**src/rtl/evseq_pkg.sv**
```systemverilog
package evseq_pkg;
  parameter int DATA_W = 16;
  parameter int OPC_W  = 3;
  parameter int DEV_W  = 4;
  parameter int OPND_W = 9;
  parameter int LEN_W  = 5;
  parameter int IRQ_N  = 8;

  localparam int NUM_DEV = 1 << DEV_W;
  localparam int BUS_AW  = DEV_W + OPND_W;
  localparam int PC_W    = OPND_W;
  localparam int IRQ_W   = $clog2(IRQ_N);

  typedef enum logic [OPC_W-1:0] {
    OP_END   = 3'd0,
    OP_PWRON = 3'd1,
    OP_PWROF = 3'd2,
    OP_JMP   = 3'd3,
    OP_LOAD  = 3'd4,
    OP_STORE = 3'd5,
    OP_IMM   = 3'd6,
    OP_COPY  = 3'd7
  } opcode_e;

  typedef enum logic [2:0] {
    BUS_IDLE, BUS_DEVRD, BUS_REGWR, BUS_IMMWR, BUS_CPYRD, BUS_CPYWR
  } busop_e;

  typedef enum logic [1:0] {
    MEM_IDLE, MEM_VECTOR, MEM_PROG
  } memop_e;

  typedef struct packed {
    logic             liveInstr;
    logic             irLoad;
    logic             pcVector;
    logic             pcInc;
    logic             pcJump;
    logic             regLoad;
    logic             pwrSet;
    logic             pwrClr;
    logic             cntClr;
    logic             cntInc;
    busop_e           busOp;
    memop_e           memOp;
    logic [IRQ_W-1:0] vecIdx;
  } strobe_t;
endpackage

```
**src/rtl/evseq_irq.sv**
```systemverilog
module evseq_irq
  import evseq_pkg::*;
(
  input  logic             clk,
  input  logic             rstN,
  input  logic [IRQ_N-1:0] irqIn,
  input  logic             take,
  output logic             pendAny,
  output logic [IRQ_W-1:0] grantIdx
);
  logic [IRQ_N-1:0] pending;
  logic [IRQ_N-1:0] clrMask;

  // lowest index wins: the descending loop leaves the smallest set index
  always_comb begin
    grantIdx = '0;
    for (int i = IRQ_N - 1; i >= 0; i--) begin
      if (pending[i]) grantIdx = IRQ_W'(i);
    end
  end

  assign pendAny = |pending;
  assign clrMask = take ? (IRQ_N'(1) << grantIdx) : '0;

  // a new pulse on the granted line in the take cycle is kept (set over clear)
  always_ff @(posedge clk) begin
    if (!rstN) pending <= '0;
    else       pending <= (pending & ~clrMask) | irqIn;
  end

  AST_TAKE_PENDING: assert property (@(posedge clk) disable iff (!rstN)
    take |-> pendAny);

  AST_GRANT_LOWEST: assert property (@(posedge clk) disable iff (!rstN)
    pendAny |-> (pending[grantIdx] &&
      ((pending & ((IRQ_N'(1) << grantIdx) - IRQ_N'(1))) == '0)));

  AST_PEND_ONCE: assert property (@(posedge clk) disable iff (!rstN)
    take |=> (pending[$past(grantIdx)] == $past(irqIn[grantIdx])));
endmodule

```
**src/rtl/evseq_ctrl.sv**
```systemverilog
module evseq_ctrl
  import evseq_pkg::*;
(
  input  logic             clk,
  input  logic             rstN,
  input  logic             pendAny,
  input  logic [IRQ_W-1:0] grantIdx,
  input  logic [OPC_W-1:0] liveOp,
  input  logic [LEN_W-1:0] liveLen,
  input  logic             xferLast,
  output logic             take,
  output strobe_t          st
);
  typedef enum logic [2:0] {
    S_IDLE, S_VEC, S_FETCH, S_EXEC, S_RDWAIT, S_XRD, S_XWR
  } state_e;

  state_e state, nxt;

  always_ff @(posedge clk) begin
    if (!rstN) state <= S_IDLE;
    else       state <= nxt;
  end

  always_comb begin
    st   = '0;
    take = 1'b0;
    nxt  = state;
    case (state)
      S_IDLE: begin
        if (pendAny) begin
          st.memOp  = MEM_VECTOR;
          st.vecIdx = grantIdx;
          take      = 1'b1;
          nxt       = S_VEC;
        end
      end
      S_VEC: begin
        st.pcVector = 1'b1;
        nxt         = S_FETCH;
      end
      S_FETCH: begin
        st.memOp = MEM_PROG;
        nxt      = S_EXEC;
      end
      S_EXEC: begin
        st.liveInstr = 1'b1;
        st.irLoad    = 1'b1;
        nxt          = S_FETCH;
        case (opcode_e'(liveOp))
          OP_END:   nxt = S_IDLE;
          OP_PWRON: begin st.pwrSet = 1'b1; st.pcInc = 1'b1; end
          OP_PWROF: begin st.pwrClr = 1'b1; st.pcInc = 1'b1; end
          OP_JMP:   st.pcJump = 1'b1;
          OP_LOAD:  begin st.busOp = BUS_DEVRD; nxt = S_RDWAIT; end
          OP_STORE: begin st.busOp = BUS_REGWR; st.pcInc = 1'b1; end
          OP_IMM:   begin st.busOp = BUS_IMMWR; st.pcInc = 1'b1; end
          OP_COPY: begin
            if (liveLen == '0) st.pcInc = 1'b1;
            else begin
              st.cntClr = 1'b1;
              nxt       = S_XRD;
            end
          end
          default: nxt = S_IDLE;
        endcase
      end
      S_RDWAIT: begin
        st.regLoad = 1'b1;
        st.pcInc   = 1'b1;
        nxt        = S_FETCH;
      end
      S_XRD: begin
        st.busOp = BUS_CPYRD;
        nxt      = S_XWR;
      end
      S_XWR: begin
        st.busOp  = BUS_CPYWR;
        st.cntInc = 1'b1;
        if (xferLast) begin
          st.pcInc = 1'b1;
          nxt      = S_FETCH;
        end else begin
          nxt = S_XRD;
        end
      end
      default: nxt = S_IDLE;
    endcase
  end

  AST_XFER_HOLD_PC: assert property (@(posedge clk) disable iff (!rstN)
    (state == S_XWR && !xferLast) |=> (state == S_XRD));
endmodule

```
**src/rtl/evseq_dpath.sv**
```systemverilog
module evseq_dpath
  import evseq_pkg::*;
(
  input  logic               clk,
  input  logic               rstN,
  input  strobe_t            st,
  input  logic [DATA_W-1:0]  memData,
  input  logic [DATA_W-1:0]  busRdata,
  output logic               memRd,
  output logic [PC_W-1:0]    memAddr,
  output logic               busRd,
  output logic               busWr,
  output logic [BUS_AW-1:0]  busAddr,
  output logic [DATA_W-1:0]  busWdata,
  output logic [NUM_DEV-1:0] pwrEn,
  output logic               xferLast
);
  logic [PC_W-1:0]   pc;
  logic [DATA_W-1:0] ir;
  logic [DATA_W-1:0] holdReg;
  logic [LEN_W-1:0]  cnt;

  logic [DATA_W-1:0] cur;
  logic [DEV_W-1:0]  curDev;
  logic [OPND_W-1:0] curOpnd;
  logic [DEV_W-1:0]  irDev;
  logic [DEV_W-1:0]  irDst;
  logic [LEN_W-1:0]  irLen;

  assign cur     = st.liveInstr ? memData : ir;
  assign curDev  = cur[OPND_W +: DEV_W];
  assign curOpnd = cur[0 +: OPND_W];
  assign irDev   = ir[OPND_W +: DEV_W];
  assign irDst   = ir[LEN_W +: DEV_W];
  assign irLen   = ir[0 +: LEN_W];
  assign xferLast = (cnt == (irLen - LEN_W'(1)));

  always_ff @(posedge clk) begin
    if (!rstN) begin
      pc      <= '0;
      ir      <= '0;
      holdReg <= '0;
      cnt     <= '0;
      pwrEn   <= '0;
    end else begin
      if (st.pcVector)    pc <= memData[PC_W-1:0];
      else if (st.pcJump) pc <= curOpnd;
      else if (st.pcInc)  pc <= pc + PC_W'(1);
      if (st.irLoad)  ir <= memData;
      if (st.regLoad) holdReg <= busRdata;
      if (st.cntClr)      cnt <= '0;
      else if (st.cntInc) cnt <= cnt + LEN_W'(1);
      if (st.pwrSet)      pwrEn[curDev] <= 1'b1;
      else if (st.pwrClr) pwrEn[curDev] <= 1'b0;
    end
  end

  always_comb begin
    memRd   = 1'b0;
    memAddr = pc;
    case (st.memOp)
      MEM_VECTOR: begin memRd = 1'b1; memAddr = PC_W'(st.vecIdx); end
      MEM_PROG:   begin memRd = 1'b1; memAddr = pc; end
      default:    memRd = 1'b0;
    endcase
  end

  always_comb begin
    busRd    = 1'b0;
    busWr    = 1'b0;
    busAddr  = '0;
    busWdata = '0;
    case (st.busOp)
      BUS_DEVRD: begin
        busRd   = 1'b1;
        busAddr = {curDev, curOpnd};
      end
      BUS_REGWR: begin
        busWr    = 1'b1;
        busAddr  = {curDev, curOpnd};
        busWdata = holdReg;
      end
      BUS_IMMWR: begin
        busWr    = 1'b1;
        busAddr  = {curDev, OPND_W'(0)};
        busWdata = DATA_W'(curOpnd);
      end
      BUS_CPYRD: begin
        busRd   = 1'b1;
        busAddr = {irDev, OPND_W'(cnt)};
      end
      BUS_CPYWR: begin
        busWr    = 1'b1;
        busAddr  = {irDst, OPND_W'(cnt)};
        busWdata = busRdata;
      end
      default: busRd = 1'b0;
    endcase
  end

  AST_PWR_ONLY_BY_STROBE: assert property (@(posedge clk) disable iff (!rstN)
    !(st.pwrSet || st.pwrClr) |=> $stable(pwrEn));

  AST_PWR_ONE_BIT: assert property (@(posedge clk) disable iff (!rstN)
    $countones(pwrEn ^ $past(pwrEn)) <= 1);

  AST_XFER_IN_RANGE: assert property (@(posedge clk) disable iff (!rstN)
    (st.busOp == BUS_CPYWR) |-> (cnt < irLen));
endmodule

```
**src/rtl/event_sequencer.sv**
```systemverilog
module event_sequencer
  import evseq_pkg::*;
(
  input  logic               clk,
  input  logic               rstN,
  input  logic [IRQ_N-1:0]   irqIn,
  output logic               memRd,
  output logic [PC_W-1:0]    memAddr,
  input  logic [DATA_W-1:0]  memData,
  output logic               busRd,
  output logic               busWr,
  output logic [BUS_AW-1:0]  busAddr,
  output logic [DATA_W-1:0]  busWdata,
  input  logic [DATA_W-1:0]  busRdata,
  output logic [NUM_DEV-1:0] pwrEn
);
  logic             pendAny;
  logic [IRQ_W-1:0] grantIdx;
  logic             take;
  logic             xferLast;
  strobe_t          st;

  evseq_irq u_irq (
    .clk      (clk),
    .rstN     (rstN),
    .irqIn    (irqIn),
    .take     (take),
    .pendAny  (pendAny),
    .grantIdx (grantIdx)
  );

  evseq_ctrl u_ctrl (
    .clk      (clk),
    .rstN     (rstN),
    .pendAny  (pendAny),
    .grantIdx (grantIdx),
    .liveOp   (memData[DATA_W-1 -: OPC_W]),
    .liveLen  (memData[LEN_W-1:0]),
    .xferLast (xferLast),
    .take     (take),
    .st       (st)
  );

  evseq_dpath u_dpath (
    .clk      (clk),
    .rstN     (rstN),
    .st       (st),
    .memData  (memData),
    .busRdata (busRdata),
    .memRd    (memRd),
    .memAddr  (memAddr),
    .busRd    (busRd),
    .busWr    (busWr),
    .busAddr  (busAddr),
    .busWdata (busWdata),
    .pwrEn    (pwrEn),
    .xferLast (xferLast)
  );

  AST_BUS_EXCLUSIVE: assert property (@(posedge clk) disable iff (!rstN)
    !(busRd && busWr));
endmodule

```
**config.mk**
```make
export PLATFORM = sky130hd
export DESIGN_NAME = event_sequencer
export DESIGN_NICKNAME = d
export VERILOG_FILES = /design/src/rtl/evseq_pkg.sv /design/src/rtl/evseq_irq.sv /design/src/rtl/evseq_ctrl.sv /design/src/rtl/evseq_dpath.sv /design/src/rtl/event_sequencer.sv
export SDC_FILE = /design/constraint.sdc
export NUM_CORES = 1
export LEC_CHECK = 0
export ABC_AREA = 1
export CAP_MARGIN = 20
export CELL_PAD_IN_SITES_DETAIL_PLACEMENT = 1
export CELL_PAD_IN_SITES_GLOBAL_PLACEMENT = 2
export CORE_ASPECT_RATIO = 2
export CORE_MARGIN = 2
export CORE_UTILIZATION = 36
export DETAILED_ROUTE_END_ITERATION = 8
export DONT_BUFFER_PORTS = 1
export PLACE_DENSITY = 0.89
export SETUP_SLACK_MARGIN = 0.2
export SLEW_MARGIN = 20
export SYNTH_ARGS = -nofsm -noshare
export SYNTH_HDL_FRONTEND = slang
export SYNTH_HIERARCHICAL = 1
export SYNTH_SLANG_ARGS = --single-unit
```
**constraint.sdc**
```tcl
create_clock -name clk -period 3.2 [get_ports clk]
set_input_delay 0.16 -clock clk [delete_from_list [all_inputs] [get_ports clk]]
set_output_delay 0.16 -clock clk [all_outputs]
set_load 0.005 [all_outputs]
```
; ---- After elaboration in Yosys (flattened, before gate mapping)
; Cells that the tools add are included.
[op_classes]
addsub = 3
magnitude_cmp = 2
n_eq_ne = 22
n_shift = 1
n_mux = 50
n_bitwise = 7
reduce_logical = 14
[op_table]
columns = op, count
row1 = $pmux W13 S4, 1
row2 = $pmux W16 S3, 1
row3 = $mux W3, 13
row4 = $mux W9, 4
row5 = $mux W16, 2
row6 = $eq A3 B3 Y1 const B, 9
row7 = $eq A3 B2 Y1 const B, 6
row8 = $pmux W3 S3, 2
row9 = $pmux W3 S6, 1
row10 = $mux W1, 17
row11 = $and A16 B16 Y16, 1
row12 = $not A16 Y16, 1
row13 = $or A16 B16 Y16, 1
row14 = $mux W13, 1
row15 = $reduce_or A2 Y1, 5
row16 = $add A9 B1 Y9 const B, 1
row17 = $eq A3 B1 Y1 const B, 3
row18 = $and A8 B8 Y8, 1
row19 = $mux W8, 1
row20 = $not A8 Y8, 1
row21 = $or A8 B8 Y8, 1
row22 = $reduce_or A8 Y1, 1
row23 = $shl A1 B3 Y8 const A, 1
row24 = $logic_not A3 Y1, 2
row25 = 22 further kinds, 22
[word_totals]
register_bits = 70
in_bits = 42
elab_cells = 106

; ---- Longest topological paths before layout
[logic_depth]
depth_word = 13
ltp_mapped = 16

; ---- Modules after synthesis
; The synthesis kept the hierarchy.
[modules_own_cells]
columns = module, instances, cells_per_inst, area_per_inst_um2
row1 = evseq_dpath, 1, 531, 3407.0
row2 = evseq_ctrl, 1, 84, 456.7
row3 = evseq_irq, 1, 71, 451.7

; ---- Least setup slack after synthesis
; No wires, ideal clock.
[synth_timing]
path_type = register -> register
from = register u_dpath.ir[0]
to = register u_dpath.pc[0]
setup_ps = 58
arrival_time_ps = 2078
setup_slack_ps = 1064
path_stages_with_launch = 16
n_path_buf = 0
synth_period_minus_slack_ps = 2136
cell_sequence = dfxtp_1 inv_1 ha_1 xnor2_1 a21oi_1 nand3_1 nor2_1 inv_1 a21oi_1 inv_1 nand2_1 nor2_1 nor2_1 o21ai_0 a21oi_1 o21a_1
[synth_rtl]
columns = element, line_no
row1 = start: declaration, evseq_dpath.sv:19  ; logic [DATA_W-1:0] ir;
row2 = start signal: assignment, evseq_dpath.sv:49  ; if (st.irLoad) ir <= memData;
row3 = end signal: assignment, evseq_dpath.sv:46  ; if (st.pcVector) pc <= memData[PC_W-1:0];
row4 = end signal: assignment, evseq_dpath.sv:47  ; else if (st.pcJump) pc <= curOpnd;
row5 = end signal: assignment, evseq_dpath.sv:48  ; else if (st.pcInc) pc <= pc + PC_W'(1);
row6 = end: declaration, evseq_dpath.sv:18  ; logic [PC_W-1:0] pc;

==> results_dict.tcl <==
set metrics [dict create \
    cts_tree "done" \
    fin_area_mm2 0.00485 \
    tns_ps 0 \
    p_leak_nw 1.98 \
    postCtsSetupBuffers 0 \
    clockBufferDepth 2 \
    io_pins 99 \
    worstPathCellList "inv_1 > nand3_1 > o21ai_1 > buf_4 > inv_2 > nor2_1 > nand2_1 > nand2_1 > inv_2 > nand2_1 > nand2_1 > o221ai_1" \
    cp_slowest_cell "dfxtp_1" \
    period_minus_slack_ps 2720 \
    synth_commonest_cells "nand2_1, inv_1, nor2_1, o21ai_0, dfxtp_1" \
    synth_top_area_cell "dfxtp_1" \
    syn_inst 686 \
    antenna_found_initial 0 \
    final_max_slew_viol_count 0 \
    clock_skew_ps 9.58 \
    grt_pass1_wl_um 23700 \
    cp.required_ps 3040 \
    outcome "completed" \
    drt.antenna.violating_nets 0 \
    cp.arrival_ps 2560 \
    grt_max_degree 42 \
    path_clk_slew_ps 60 \
    start_kind "flip-flop" \
    critPathCaptureType "output port" \
    synthArstFlopShare_pct 0 \
    diodes 0 \
    placed_cell_area_mm2 0.00440 \
    critPathMaxStageDelay_ps 530 \
    min-delay-path-class "in2reg" \
    dp.cells 811 \
    powerDensity_mw_per_mm2 473 \
    place_congestion 0.832 \
    wirelength_um 14800 \
    ys_ff_latch 70 \
    syn_nets 736 \
    fillers 1584 \
    slew-limit-headroom_pct 46.7 \
    first_global_vias 4712 \
    clockRootBuffer "clkbuf_16" \
    remaining_drc_errors 0 \
    dieArea_mm2 0.0129 \
    cts-htree-levels 3 \
    grtUsageMet3_pct 5.11 \
    critPathKind "reg2out" \
    cap_violations 0 \
    period_share_pct 85.1 \
    grtUsageTotal_pct 23.8 \
    clk_latency_ps 330 \
    cp_top_family "simple AND/OR/NAND/NOR gates" \
    rsz0062_at_grt "no" \
    synth_top_area_share_pct 32.5 \
    setup_viol 0 \
    syn_avg_cell_area_um2 6.29 \
    hpwl_um 11500 \
    total_power_mw 2.30 \
    path_buf_inv 4 \
    numPortBuffers 0 \
    synth_edf_count 0 \
    fp.dieW_um 81.4 \
    drt_iter0_markers 188 \
    syn_area_mm2 0.00432 \
    layout.cells.non_filler 840 \
    area_growth_pct 12.4 \
    grt.busiest_layer "met2" \
    rows 56 \
    fmax_mhz 367 \
    numCtsBuffers 9 \
    drive_above_1_share_pct 8.20 \
    start_util_pct 36.9 \
    synth_ff_type "dfxtp_1" \
    ir_worst_vdd_mv 0.278 \
    cpMostUsedCell "nand2_1" \
    synth.most_common_cell "nand2_1" \
    critical_path_peak_fanout 19 \
    vias 4502 \
    met2_usage_pct 46.1 \
    hold_viol 0 \
    worstMarginPinSlew_ps 799 \
    grt.overflow.total 0 \
    coreArea_mm2 0.0117 \
    vias_per_cell 5.36 \
    final_core_util_pct 41.5 \
    ys_seq_area_share_pct 32.5 \
    nets 741 \
    synth_area_leaders "dfxtp_1, nand2_1, inv_1, o21ai_0, nor2_1" \
    wl_per_cell_um 17.7 \
    clock-sinks 70 \
    die_h_um 159 \
    first_pass_iters 6 \
    grtUsageMet1_pct 22.6 \
    synth.distinct_cells 31 \
    yosysWarnings 6 \
]
[worst register-to-register path, stage by stage, from the launching register on]
cell,delay [ps]
dfxtp_1,330
inv_1,90
ha_1,310
xnor2_1,120
a21oi_1,110
nand3_1,80
nor2_1,100
inv_1,70
a21oi_1,220
inv_1,60
nand2_1,60
nor2_1,50
nor2_1,500
o21ai_0,190
inv_1,100
nand2_1,60
a21oi_1,110
[logic make-up (layout without fill, tap and decap cells)]
kind of cell	count (synthesis)	count (layout)	share of synthesized area, %
AO/OA/AOI/OAI	159	159	20.1
XOR/XNOR	6	6	1.22
adder cells (fa/ha/maj)	8	8	2.32
buffers and inverters	138	147	13.0
flip-flops	70	70	32.5
AND/OR/NAND/NOR	305	305	31.0
[path summary, 6_finish.rpt]
check | startpoint | end | slack (ps) | cells past startpoint
min | rstN | u_dpath/holdReg[14] | 8 | 2
max | u_ctrl/state[2] | busAddr[10] | 480 | 12
max reg2reg | u_dpath/ir[0] | u_dpath/pc[6] | 540 | 16
min reg2reg | u_dpath/holdReg[12] | u_dpath/holdReg[12] | 450 | 2
[area by class of cell]
type,instances,area (µm²),share of cell area (%)
Multi-Input combinational cell,478,2350,48.5
Sequential cell,70,1400,28.9
Inverter,112,420,8.66
Clock buffer,10,239,4.93
Timing Repair Buffer,20,195,4.02
Tap cell,145,181,3.74
Clock inverter,5,58.8,1.21
[report_power, final]
part	internal (mW)	leakage (nW)	switching [mW]
logic	0.105	1.27	0.235
clock network	0.622	0.141	0.402
registers	0.905	0.569	0.0274
[per-layer routing]
layer	up-vias	share of wire, %
met2	100	56
met1	2155	35
li1	2220	-
met5	-	0
met4	0	3.5
met3	27	4.9
[cell usage in the layout (no fill, tap or decap), types with 2 or more instances in the layout]
| cell type | netlist | layout |
|---|---|---|
| nand3_1 | 56 | 56 |
| o21ai_1 | 3 | 4 |
| nor2_1 | 85 | 85 |
| nand4_1 | 7 | 7 |
| nand2_1 | 131 | 131 |
| o221ai_1 | 10 | 10 |
| o21ai_0 | 72 | 71 |
| clkinvlp_4 | 0 | 2 |
| dfxtp_1 | 70 | 69 |
| nor3_1 | 5 | 5 |
| o21ai_2 | 4 | 4 |
| a21oi_1 | 61 | 61 |
| clkbuf_16 | 0 | 9 |
| nand3_2 | 4 | 4 |
| o21a_1 | 2 | 2 |
| o211ai_1 | 3 | 3 |
| nor2_4 | 5 | 5 |
| xnor2_1 | 3 | 3 |
| nand2_2 | 8 | 8 |
| inv_2 | 9 | 9 |
| or2_2 | 2 | 2 |
| buf_4 | 4 | 6 |
| xor2_1 | 3 | 3 |
| inv_1 | 102 | 102 |
| o22ai_1 | 4 | 4 |
| ha_1 | 8 | 8 |
| dlygate4sd3_1 | 0 | 13 |
[repair_timing]
action / CTS / global route
endpoints found under the setup margin: 0 / 1
resized for setup: 0 / 1
hold buffers: 14 / 0
hold endpoints to repair: 50 / 0
[metrics by stage]
| stage | hold WS (ps) | setup slack, ps |
|---|---|---|
| floorplan | 277 | 1060 |
| global placement | 280 | 586 |
| detailed placement | 288 | 537 |
| CTS | 0.229 | 420 |
| global route | 18.4 | 239 |
| finish | 8.03 | 475 |
Note: power is estimated with default switching activity, not from simulation.
